--- src/rtl/twm_pkg.sv ---
package twm_pkg;
  parameter int TWM_CNT_W = 8;

  localparam int SB_FREE = 0;
  localparam int SB_CRDY = 1;
  localparam int SB_TRDY = 2;
  localparam int SB_ANAK = 3;
  localparam int SB_DNAK = 4;
  localparam int SB_ARB  = 5;
  localparam int SB_N    = 6;

  typedef struct packed {
    logic                 start;
    logic                 stop;
    logic                 rd;
    logic [6:0]           addr;
    logic [TWM_CNT_W-1:0] count;
  } twm_cmd_t;

  typedef enum logic [2:0] {
    ST_IDLE, ST_START, ST_ADDR, ST_WAIT, ST_DATA, ST_STOP, ST_HOLD
  } twm_state_e;

  function automatic logic [7:0] addr_byte(input logic [6:0] a);
    return {a, 1'b0};
  endfunction

  function automatic logic [SB_N-1:0] mask_next(input logic [SB_N-1:0] m,
                                                input logic [SB_N-1:0] s,
                                                input logic [SB_N-1:0] c);
    return (m | s) & ~c;
  endfunction
endpackage

--- src/rtl/twm_cmd_queue.sv ---
module twm_cmd_queue
  import twm_pkg::*;
(
  input  logic     clk,
  input  logic     rst_n,
  input  logic     wr,
  input  twm_cmd_t wr_cmd,
  input  logic     drop,
  input  logic     retire,
  output twm_cmd_t cur,
  output logic     cur_vld,
  output logic     cmd_rdy
);
  twm_cmd_t cur_q, nxt_q, cur_d, nxt_d;
  logic     cur_v, nxt_v, cur_vd, nxt_vd;

  always_comb begin
    cur_d  = cur_q;
    nxt_d  = nxt_q;
    cur_vd = cur_v;
    nxt_vd = nxt_v;
    if (drop || retire) begin
      cur_d  = nxt_q;
      cur_vd = nxt_v;
      nxt_vd = 1'b0;
    end
    if (wr) begin
      if (!cur_vd) begin
        cur_d  = wr_cmd;
        cur_vd = 1'b1;
      end else if (!nxt_vd) begin
        nxt_d  = wr_cmd;
        nxt_vd = 1'b1;
      end
    end
  end

  always_ff @(posedge clk) begin
    if (!rst_n) begin
      cur_q <= '0;
      nxt_q <= '0;
      cur_v <= 1'b0;
      nxt_v <= 1'b0;
    end else begin
      cur_q <= cur_d;
      nxt_q <= nxt_d;
      cur_v <= cur_vd;
      nxt_v <= nxt_vd;
    end
  end

  assign cur     = cur_q;
  assign cur_vld = cur_v;
  assign cmd_rdy = !cur_v || !nxt_v;
endmodule

--- src/rtl/twm_bit_engine.sv ---
module twm_bit_engine
  import twm_pkg::*;
#(
  parameter int DIV = 4
) (
  input  logic       clk,
  input  logic       rst_n,
  input  twm_cmd_t   cur,
  input  logic       cur_vld,
  input  logic       err_any,
  input  logic       scl_i,
  input  logic       sda_i,
  input  logic       hold_full,
  input  logic [7:0] hold_byte,
  output logic       hold_take,
  output logic       retire,
  output logic       anak_set,
  output logic       dnak_set,
  output logic       arb_set,
  output logic       scl_oe,
  output logic       sda_oe,
  output logic       idle,
  output logic       xfer_begin,
  output logic       wait_tx
);
  localparam int DW = (DIV > 2) ? $clog2(DIV) : 1;

  twm_state_e           st;
  logic [1:0]           ph;
  logic [3:0]           bc;
  logic [7:0]           sh;
  logic [TWM_CNT_W-1:0] left;
  logic                 stop_q, nack_q, err_stop_q;
  logic [DW-1:0]        div_q;
  logic                 tick, bit_st, samp, nack_now, end_byte, stop_done;
  logic                 can_start, cont;

  always_ff @(posedge clk) begin
    if (!rst_n || tick) div_q <= '0;
    else                div_q <= div_q + 1'b1;
  end
  assign tick = (div_q == DW'(DIV - 1));

  assign can_start  = cur_vld && cur.start && !cur.rd && !err_any;
  assign xfer_begin = can_start && ((st == ST_IDLE && scl_i && sda_i) || st == ST_HOLD);
  assign cont       = (st == ST_HOLD) && cur_vld && !cur.start && !cur.rd && !err_any;
  assign bit_st     = (st == ST_ADDR) || (st == ST_DATA);
  assign samp       = tick && bit_st && (ph == 2'd2);
  assign arb_set    = samp && (bc != 4'd8) && !sda_oe && !sda_i;
  assign nack_now   = samp && (bc == 4'd8) && sda_i;
  assign anak_set   = nack_now && (st == ST_ADDR);
  assign dnak_set   = nack_now && (st == ST_DATA);
  assign end_byte   = tick && bit_st && (ph == 2'd3) && (bc == 4'd8);
  assign stop_done  = tick && (st == ST_STOP) && (ph == 2'd3);
  assign hold_take  = (st == ST_WAIT) && hold_full;
  assign retire     = (end_byte && !nack_q && left == '0 && !stop_q)
                    || (stop_done && !err_stop_q)
                    || (cont && cur.count == '0 && !cur.stop);
  assign idle       = (st == ST_IDLE);
  assign wait_tx    = (st == ST_WAIT);

  always_ff @(posedge clk) begin
    if (!rst_n) begin
      st <= ST_IDLE; ph <= '0; bc <= '0; sh <= '0; left <= '0;
      stop_q <= 1'b0; nack_q <= 1'b0; err_stop_q <= 1'b0;
      scl_oe <= 1'b0; sda_oe <= 1'b0;
    end else begin
      case (st)
        ST_IDLE, ST_HOLD: begin
          if (xfer_begin) begin
            st <= ST_START; ph <= '0;
            sh <= addr_byte(cur.addr);
            left <= cur.count; stop_q <= cur.stop;
          end else if (cont) begin
            left <= cur.count; stop_q <= cur.stop; err_stop_q <= 1'b0;
            if (cur.count != '0)  st <= ST_WAIT;
            else if (cur.stop) begin st <= ST_STOP; ph <= '0; end
          end
        end
        ST_START: if (tick) begin
          ph <= ph + 1'b1;
          case (ph)
            2'd0: sda_oe <= 1'b0;
            2'd1: scl_oe <= 1'b0;
            2'd2: sda_oe <= 1'b1;
            default: begin scl_oe <= 1'b1; st <= ST_ADDR; bc <= '0; end
          endcase
        end
        ST_ADDR, ST_DATA: if (tick) begin
          ph <= ph + 1'b1;
          case (ph)
            2'd0: sda_oe <= (bc == 4'd8) ? 1'b0 : !sh[7];
            2'd1: scl_oe <= 1'b0;
            2'd2: begin
              if (arb_set) begin
                st <= ST_IDLE; ph <= '0; scl_oe <= 1'b0; sda_oe <= 1'b0;
              end
              if (bc == 4'd8) nack_q <= sda_i;
            end
            default: begin
              scl_oe <= 1'b1;
              sh     <= {sh[6:0], 1'b0};
              if (bc == 4'd8) begin
                bc <= '0;
                if (nack_q) begin
                  st <= ST_STOP; err_stop_q <= 1'b1;
                end else if (left == '0) begin
                  err_stop_q <= 1'b0;
                  st <= stop_q ? ST_STOP : ST_HOLD;
                end else begin
                  st <= ST_WAIT;
                end
              end else begin
                bc <= bc + 1'b1;
              end
            end
          endcase
        end
        ST_WAIT: if (hold_take) begin
          sh <= hold_byte; left <= left - TWM_CNT_W'(1);
          st <= ST_DATA; ph <= '0; bc <= '0;
        end
        ST_STOP: if (tick) begin
          ph <= ph + 1'b1;
          case (ph)
            2'd0: sda_oe <= 1'b1;
            2'd1: scl_oe <= 1'b0;
            2'd2: sda_oe <= 1'b0;
            default: st <= ST_IDLE;
          endcase
        end
        default: st <= ST_IDLE;
      endcase
    end
  end
endmodule

--- src/rtl/twm_status_irq.sv ---
module twm_status_irq
  import twm_pkg::*;
(
  input  logic            clk,
  input  logic            rst_n,
  input  logic            idle,
  input  logic            scl_i,
  input  logic            sda_i,
  input  logic            cmd_rdy,
  input  logic            hold_full,
  input  logic            anak_set,
  input  logic            dnak_set,
  input  logic            arb_set,
  input  logic [2:0]      err_clr,
  input  logic [SB_N-1:0] en_set,
  input  logic [SB_N-1:0] en_clr,
  output logic [SB_N-1:0] status,
  output logic            err_any,
  output logic            irq
);
  logic [2:0]      err_q;
  logic [2:0]      err_set;
  logic [SB_N-1:0] mask_q;

  assign err_set = {arb_set, dnak_set, anak_set};

  always_ff @(posedge clk) begin
    if (!rst_n) begin
      err_q  <= '0;
      mask_q <= '0;
    end else begin
      err_q  <= (err_q & ~err_clr) | err_set;
      mask_q <= mask_next(mask_q, en_set, en_clr);
    end
  end

  assign status[SB_FREE] = idle && scl_i && sda_i;
  assign status[SB_CRDY] = cmd_rdy;
  assign status[SB_TRDY] = !hold_full;
  assign status[SB_ARB:SB_ANAK] = err_q;
  assign err_any = |err_q;
  assign irq     = |(status & mask_q);
endmodule

--- src/rtl/twowire_wr_master.sv ---
module twowire_wr_master
  import twm_pkg::*;
#(
  parameter int DIV = 4
) (
  input  logic                 clk,
  input  logic                 rst_n,
  input  logic                 cmd_wr,
  input  logic                 cmd_start,
  input  logic                 cmd_stop,
  input  logic                 cmd_read,
  input  logic [6:0]           cmd_addr,
  input  logic [TWM_CNT_W-1:0] cmd_count,
  input  logic                 cur_drop,
  input  logic [7:0]           tx_data,
  input  logic                 tx_valid,
  output logic                 tx_ready,
  input  logic [2:0]           err_clr,
  input  logic [SB_N-1:0]      irq_en_set,
  input  logic [SB_N-1:0]      irq_en_clr,
  input  logic                 scl_i,
  input  logic                 sda_i,
  output logic                 scl_oe,
  output logic                 sda_oe,
  output logic [SB_N-1:0]      status,
  output logic                 irq
);
  twm_cmd_t   wr_cmd, cur;
  logic       cur_vld, cmd_rdy, retire, err_any, idle;
  logic       hold_full, hold_take;
  logic [7:0] hold_byte;
  logic       anak_set, dnak_set, arb_set;
  logic       xfer_begin, wait_tx;

  assign wr_cmd = '{start: cmd_start, stop: cmd_stop, rd: cmd_read,
                    addr: cmd_addr, count: cmd_count};

  twm_cmd_queue u_queue (
    .clk(clk), .rst_n(rst_n), .wr(cmd_wr), .wr_cmd(wr_cmd),
    .drop(cur_drop), .retire(retire),
    .cur(cur), .cur_vld(cur_vld), .cmd_rdy(cmd_rdy)
  );

  always_ff @(posedge clk) begin
    if (!rst_n) begin
      hold_full <= 1'b0;
      hold_byte <= '0;
    end else if (tx_valid && tx_ready) begin
      hold_full <= 1'b1;
      hold_byte <= tx_data;
    end else if (hold_take) begin
      hold_full <= 1'b0;
    end
  end
  assign tx_ready = !hold_full;

  twm_bit_engine #(.DIV(DIV)) u_engine (
    .clk(clk), .rst_n(rst_n), .cur(cur), .cur_vld(cur_vld), .err_any(err_any),
    .scl_i(scl_i), .sda_i(sda_i), .hold_full(hold_full), .hold_byte(hold_byte),
    .hold_take(hold_take), .retire(retire), .anak_set(anak_set),
    .dnak_set(dnak_set), .arb_set(arb_set), .scl_oe(scl_oe), .sda_oe(sda_oe),
    .idle(idle), .xfer_begin(xfer_begin), .wait_tx(wait_tx)
  );

  twm_status_irq u_status (
    .clk(clk), .rst_n(rst_n), .idle(idle), .scl_i(scl_i), .sda_i(sda_i),
    .cmd_rdy(cmd_rdy), .hold_full(hold_full), .anak_set(anak_set),
    .dnak_set(dnak_set), .arb_set(arb_set), .err_clr(err_clr),
    .en_set(irq_en_set), .en_clr(irq_en_clr),
    .status(status), .err_any(err_any), .irq(irq)
  );
endmodule

--- config.mk ---
export PLATFORM = sky130hd
export DESIGN_NAME = twowire_wr_master
export DESIGN_NICKNAME = d
export VERILOG_FILES = /design/src/rtl/twm_pkg.sv /design/src/rtl/twm_cmd_queue.sv /design/src/rtl/twm_bit_engine.sv /design/src/rtl/twm_status_irq.sv /design/src/rtl/twowire_wr_master.sv
export SDC_FILE = /design/constraint.sdc
export NUM_CORES = 1
export LEC_CHECK = 0
export CAP_MARGIN = 25
export CORE_MARGIN = 2
export CORE_UTILIZATION = 30
export CTS_BUF_LIST = sky130_fd_sc_hd__clkbuf_4 sky130_fd_sc_hd__clkbuf_8 sky130_fd_sc_hd__clkbuf_16
export DETAILED_ROUTE_END_ITERATION = 10
export PLACE_DENSITY = 0.47
export SLEW_MARGIN = 40
export SYNTH_ARGS = -nofsm -noshare
export SYNTH_HDL_FRONTEND = slang
export SYNTH_SLANG_ARGS = --single-unit
--- constraint.sdc ---
create_clock -name clk -period 3 [get_ports clk]
set_input_delay 0.6 -clock clk [delete_from_list [all_inputs] [get_ports clk]]
set_output_delay 0.6 -clock clk [all_outputs]
set_load 0.01 [all_outputs]
# Word level (Yosys, flattened, before mapping)
# Index checks and enable logic that the tools add are counted.
totals:
  regBits: 88
  wordCells: 240
  in_bits: 48
op_classes:
  n_eq_ne: 38
  addsub: 4
  muxes: 79
  reduce_logical: 84
  bitwise: 8
ops:
  columns: ["cell", "count"]
  rows:
  - ["$mux W8", 7]
  - ["$mux W18", 3]
  - ["$mux W3", 14]
  - ["$logic_and A1 B1 Y1", 31]
  - ["$mux W1", 25]
  - ["$mux W4", 6]
  - ["$pmux W8 S3", 1]
  - ["$mux W2", 10]
  - ["$ne A2 B2 Y1 const B", 9]
  - ["$logic_not A8 Y1", 2]
  - ["$pmux W8 S2", 1]
  - ["$reduce_and A8 Y1", 2]
  - ["$ne A3 B1 Y1 const B", 5]
  - ["$pmux W3 S5", 1]
  - ["$logic_not A1 Y1", 14]
  - ["$ne A2 B1 Y1 const B", 7]
  - ["$reduce_and A7 Y1", 2]
  - ["$and A6 B6 Y6", 2]
  - ["$pmux W4 S3", 1]
  - ["$reduce_and A11 Y1", 1]
  - ["$pmux W1 S2", 5]
  - ["$reduce_or A2 Y1", 5]
  - ["$eq A3 B3 Y1 const B", 3]
  - ["$ne A3 B2 Y1 const B", 3]
  - ["34 further kinds", 53]

# Longest topological paths before layout
depth:
  word_depth: 14
  mapped_depth: 10
  mapped_depth_nobuf: 8

# By module
# A second synthesis with hierarchy kept.
hier_totals:
  cells_unflattened: 550
  area_unflattened_um2: 4657.0
modules_own_cells:
  columns: ["mod", "n_inst", "area_per_inst_um2", "seq_area_each_um2", "cells_each"]
  rows:
  - ["twm_bit_engine", 1, 2258.4, 640.6, 302]
  - ["twm_cmd_queue", 1, 1680.4, 760.7, 174]
  - ["twowire_wr_master", 1, 376.6, 180.2, 40]
  - ["twm_status_irq", 1, 341.6, 180.2, 34]

# Worst setup path before layout
# No wires, ideal clock.
synth_timing:
  path_kind: "flip-flop to flip-flop"
  from: "reg u_engine.left[4]"
  to: "reg u_queue.cur_q, in the netlist u_queue.cur[0]"
  n_path_buf: 2
  arrival_ns: 2.431
  setup_slack_ns: 0.451
  setup_ns: 0.119
  path_stages_with_launch: 9
  required_ns: 2.881
  period_less_slack_ns: 2.549
  cell_sequence: "dfxtp_1 -> or4_4 -> or4b_4 -> o32a_4 -> nand2_2 -> buf_6 -> o21ai_4 -> buf_6 -> o221a_1"
synth_via:
  elab_chain_cells: 9
synth_rtl:
  columns: ["item", "line_no", "text"]
  rows:
  - ["start: declaration", "twm_bit_engine.sv:32", "logic [TWM_CNT_W-1:0] left;"]
  - ["start signal: assignment", "twm_bit_engine.sv:73", "left <= cur.count; stop_q <= cur.stop;"]
  - ["start signal: assignment", "twm_bit_engine.sv:120", "sh <= hold_byte; left <= left - TWM_CNT_W'(1);"]
  - ["$logic_not A8 Y1 (*)", "twm_bit_engine.sv:56", "assign retire = (end_byte && !nack_q && left == '0 && !stop_q)"]
  - ["$logic_and A1 B1 Y1 (*) (2 in series)", "twm_bit_engine.sv:56", null]
  - ["$logic_or A1 B1 Y1 (*)", "twm_bit_engine.sv:57", "|| (stop_done && !err_stop_q)"]
  - ["$logic_or A1 B1 Y1 (*)", "twm_bit_engine.sv:58", "|| (cont && cur.count == '0 && !cur.stop);"]
  - ["$logic_or A1 B1 Y1 (*)", "twm_cmd_queue.sv:22", "if (drop || retire) begin"]
  - ["$mux W18 or $mux W1 (tied branches)", "twm_cmd_queue.sv:22", null]
  - ["$mux W18", "twm_cmd_queue.sv:28", "if (!cur_vd) begin"]
  - ["$mux W18 (*)", "twm_cmd_queue.sv:27", "if (wr) begin"]
  - ["end signal: assignment", "twm_cmd_queue.sv:45", "cur_q <= cur_d;"]
  - ["end: declaration", "twm_cmd_queue.sv:14", "twm_cmd_t cur_q, nxt_q, cur_d, nxt_d;"]
# Every way passes the cells marked *; elsewhere a longest branch is shown, timed or not.
# A chain may end at the register's enable or synchronous reset.

# Worst setup path in the final report
layout_timing:
  from: "reg u_engine.left[4]"
  to: "reg u_queue.cur_q, in the netlist u_queue.cur[10]"
# Same word-level chain as after synthesis.

==> impl_metrics.json <==
{
  "start_util": 0.303,
  "clock_sinks": 88,
  "cts_root_buf": "clkbuf_16",
  "io_buffers": 57,
  "ys.flop_type": "dfxtp_1",
  "ios": 58,
  "grt_usage": 0.159,
  "synth_edf_count": 0,
  "antenna_found_initial": 0,
  "grt_pass1_vias": 4057,
  "routed_wirelength_mm": 12.6,
  "rsz0062_at_grt": "no",
  "cp.arrival_ns": 2.98,
  "htree_levels": 3,
  "gr-total-overflow": 0,
  "seq_area_frac_synth": 0.386,
  "tightest_slew_ns": 0.771,
  "hold_path.class": "register to register",
  "n_antenna_cell": 0,
  "start_kind": "register",
  "rows": 45,
  "cellPowerDensity_nw_per_um2": 676,
  "dp_cells": 754,
  "cts_setup_buffers": 0,
  "ctsResizeCount": 0,
  "grt_pass1_wl_mm": 20.7,
  "cp_cell_sequence": "or4_4, or4b_4, o32a_4, nand2_2, o21ai_4, o221a_2",
  "synth_fa_ha_area_frac": 0.0274,
  "coreArea_sq_um": 15000,
  "vias": 4152,
  "synth_fp_nets": 592,
  "ys_seq_elements": 88,
  "end_kind": "register",
  "finalSetupTns_ns": 0,
  "pre_cts_ws_ns": 0.253,
  "setup_violations": 0,
  "wl_per_cell_microns": 16.4,
  "postCtsHoldBufs": 0,
  "yosysTopAreaCell": "dfxtp_1",
  "worstSetupPathType": "register to register",
  "slowest_delay_ns": 0.56,
  "final.setup.worst_slack_ns": 0.253,
  "vias_per_cell": 5.39,
  "yosys_warnings": 0,
  "synth_top_area_frac": 0.386,
  "drive_gt1_frac": 0.117,
  "cts_tree": "built",
  "place.gp.congestion": 0.925,
  "fill_cells": 1522,
  "cap_violations": 0,
  "clock_skew_ns": 0.0101,
  "ant_nets": 0,
  "syn-mean-instance-area_sq_um": 8.54,
  "fp.dieH_microns": 127,
  "synthDistinctLibCells": 66,
  "multi_input_area_sq_um": 2540,
  "outcome": "completed",
  "clk-insertion-delay-late_ns": 0.35,
  "max-clock-path-buffers": 2,
  "synth_area_leaders": "dfxtp_1 39%, a21oi_1 6.1%, nand2_1 4.3%",
  "detail_route.drc_violations": 0,
  "drtIter0Drc": 331,
  "final_nets": 635,
  "cts_made_buffers": 9,
  "async_flop_share": 0,
  "relSlewSlack": 0.485,
  "drt_pass1_iterations": 5,
  "netlist_area_sq_um": 4560,
  "hold_viol": 0,
  "yosys.area_share.simple": 0.198,
  "area_delta_synth_final_pct": 23.7,
  "irDropWorstVdd_v": 0.000419,
  "min_period_ns": 2.75,
  "p_leak_nw": 1.99,
  "slowest_stage": "or4_4",
  "synthXorXnorAreaFrac": 0.00384,
  "synth_top_family_by_area": "compound AO/OA/AOI/OAI gates",
  "seqCellArea_sq_um": 1760,
  "crit_fanout": 18,
  "post-route-period-util": 0.916,
  "die-area_sq_um": 16200,
  "fp.dieW_microns": 127,
  "clkTransAtPathRegs_ns": 0.06,
  "dp.final_hpwl_mm": 9.09,
  "synth-compound-area-share": 0.314,
  "synthCells": 534,
  "final_cells": 770,
  "max_freq_mhz": 364,
  "muxShareOfSynthArea": 0.0134,
  "slew_viol_final": 0,
  "crit_required_ns": 3.23,
  "grt_max_degree": 50
}
## report_power, final
| part | leakage [nW] | internal [mW] | switching, mW |
|---|---|---|---|
| logic | 1.11 | 0.507 | 0.712 |
| clock network | 0.160 | 0.743 | 0.472 |
| registers | 0.719 | 1.28 | 0.101 |
## cells in the final DEF (no fill, tap or decap), types with 3 or more instances in the layout
cell              n
a211oi_1          3
a21bo_1          10
a21bo_2           8
a21oi_1          56
a22oi_1           7
a311oi_1          8
a31oi_1           6
and3_1            6
buf_4            15
clkbuf_16         9
clkdlybuf4s50_1  57
dfxtp_1          88
ha_1             10
inv_1            14
mux2i_1           5
nand2_1          52
nand2b_1          7
nand3_1          29
nand3b_1          4
nand4_1           3
nor2_1           44
nor3_1           10
nor3b_1           5
nor4_1            5
o21ai_0          19
o221a_1          10
o221a_2          12
o221ai_1          3
o31a_1           18
or2_2             4
or3_1             4
## cell usage after synthesis, types with 8 or more instances
library cell,instances
o21ai_0,19
a21bo_2,8
dfxtp_1,88
a21bo_1,10
nor2_1,45
nor3_1,10
ha_1,10
o221a_1,10
o221a_2,12
a21oi_1,56
inv_1,15
nand2_1,52
a311oi_1,8
clkbuf_1,26
nand3_1,29
o31a_1,18
## per-stage QoR
step           hold WS, ns  utilization  total power, mW  cell area [sq um]
3_3_place_gp         0.408        0.354             2.60               5320
4_1_cts              0.435        0.375             3.84               5640
5_1_grt              0.469        0.375             4.06               5640
3_5_place_dp         0.425        0.354             2.61               5320
2_1_floorplan        0.398            -             2.20               4560
6_report             0.425        0.375             3.82               5640
## area by class of cell
| type | count | share of cell area |
|---|---|---|
| Clock inverter | 6 | 0.0162 |
| Timing Repair Buffer | 74 | 0.128 |
| Clock buffer | 10 | 0.0413 |
| Multi-Input combinational cell | 389 | 0.450 |
| Tap cell | 188 | 0.0417 |
| Inverter | 15 | 0.00998 |
| Sequential cell | 88 | 0.312 |
## routing by layer
layer	vias to the layer above	part of all wire	global-route usage
met5	-	0	0
met4	0	0.016	0.0433
met3	16	0.041	0.0440
met2	109	0.44	0.250
met1	1949	0.50	0.215
li1	2078	-	-
## worst paths after layout
path                                               startpoint                           end  slack (ns)  depth (start not counted)
worst max register to register  u_engine.left[4]$_SDFFE_PN0P_    u_queue.cur[10]$_SDFF_PN0_        0.25                          6
worst min-delay path             u_engine.div_q[0]$_SDFF_PP0_  u_engine.div_q[0]$_SDFF_PP0_        0.42                          1
worst max-delay path            u_engine.left[4]$_SDFFE_PN0P_    u_queue.cur[10]$_SDFF_PN0_        0.25                          6
worst min register to register   u_engine.div_q[0]$_SDFF_PP0_  u_engine.div_q[0]$_SDFF_PP0_        0.42                          1
## kinds of logic after synthesis
logic type               Yosys count
AND/OR/NAND/NOR                  185
multiplexers                       6
AO/OA/AOI/OAI                    186
buffers and inverters             57
XOR/XNOR                           2
adder cells (fa/ha/maj)           10
flip-flops                        88
## state kept, by name, indices dropped and copies added, names as in the netlist, 3 cells and up
name             cells
u_engine.bc          4
u_engine.left        8
u_queue.nxt_q       18
u_status.mask_q      6
u_engine.sh          8
u_queue.cur         18
u_status.err_q       3
u_engine.st          3
hold_byte            8
## critical path: cells and delay by family, from the launching register on
family          cells  cell delay, ns
simple gates        3            1.35
compound gates      3            0.93
flops               1            0.36
Note: power is estimated with default switching activity, not from simulation.
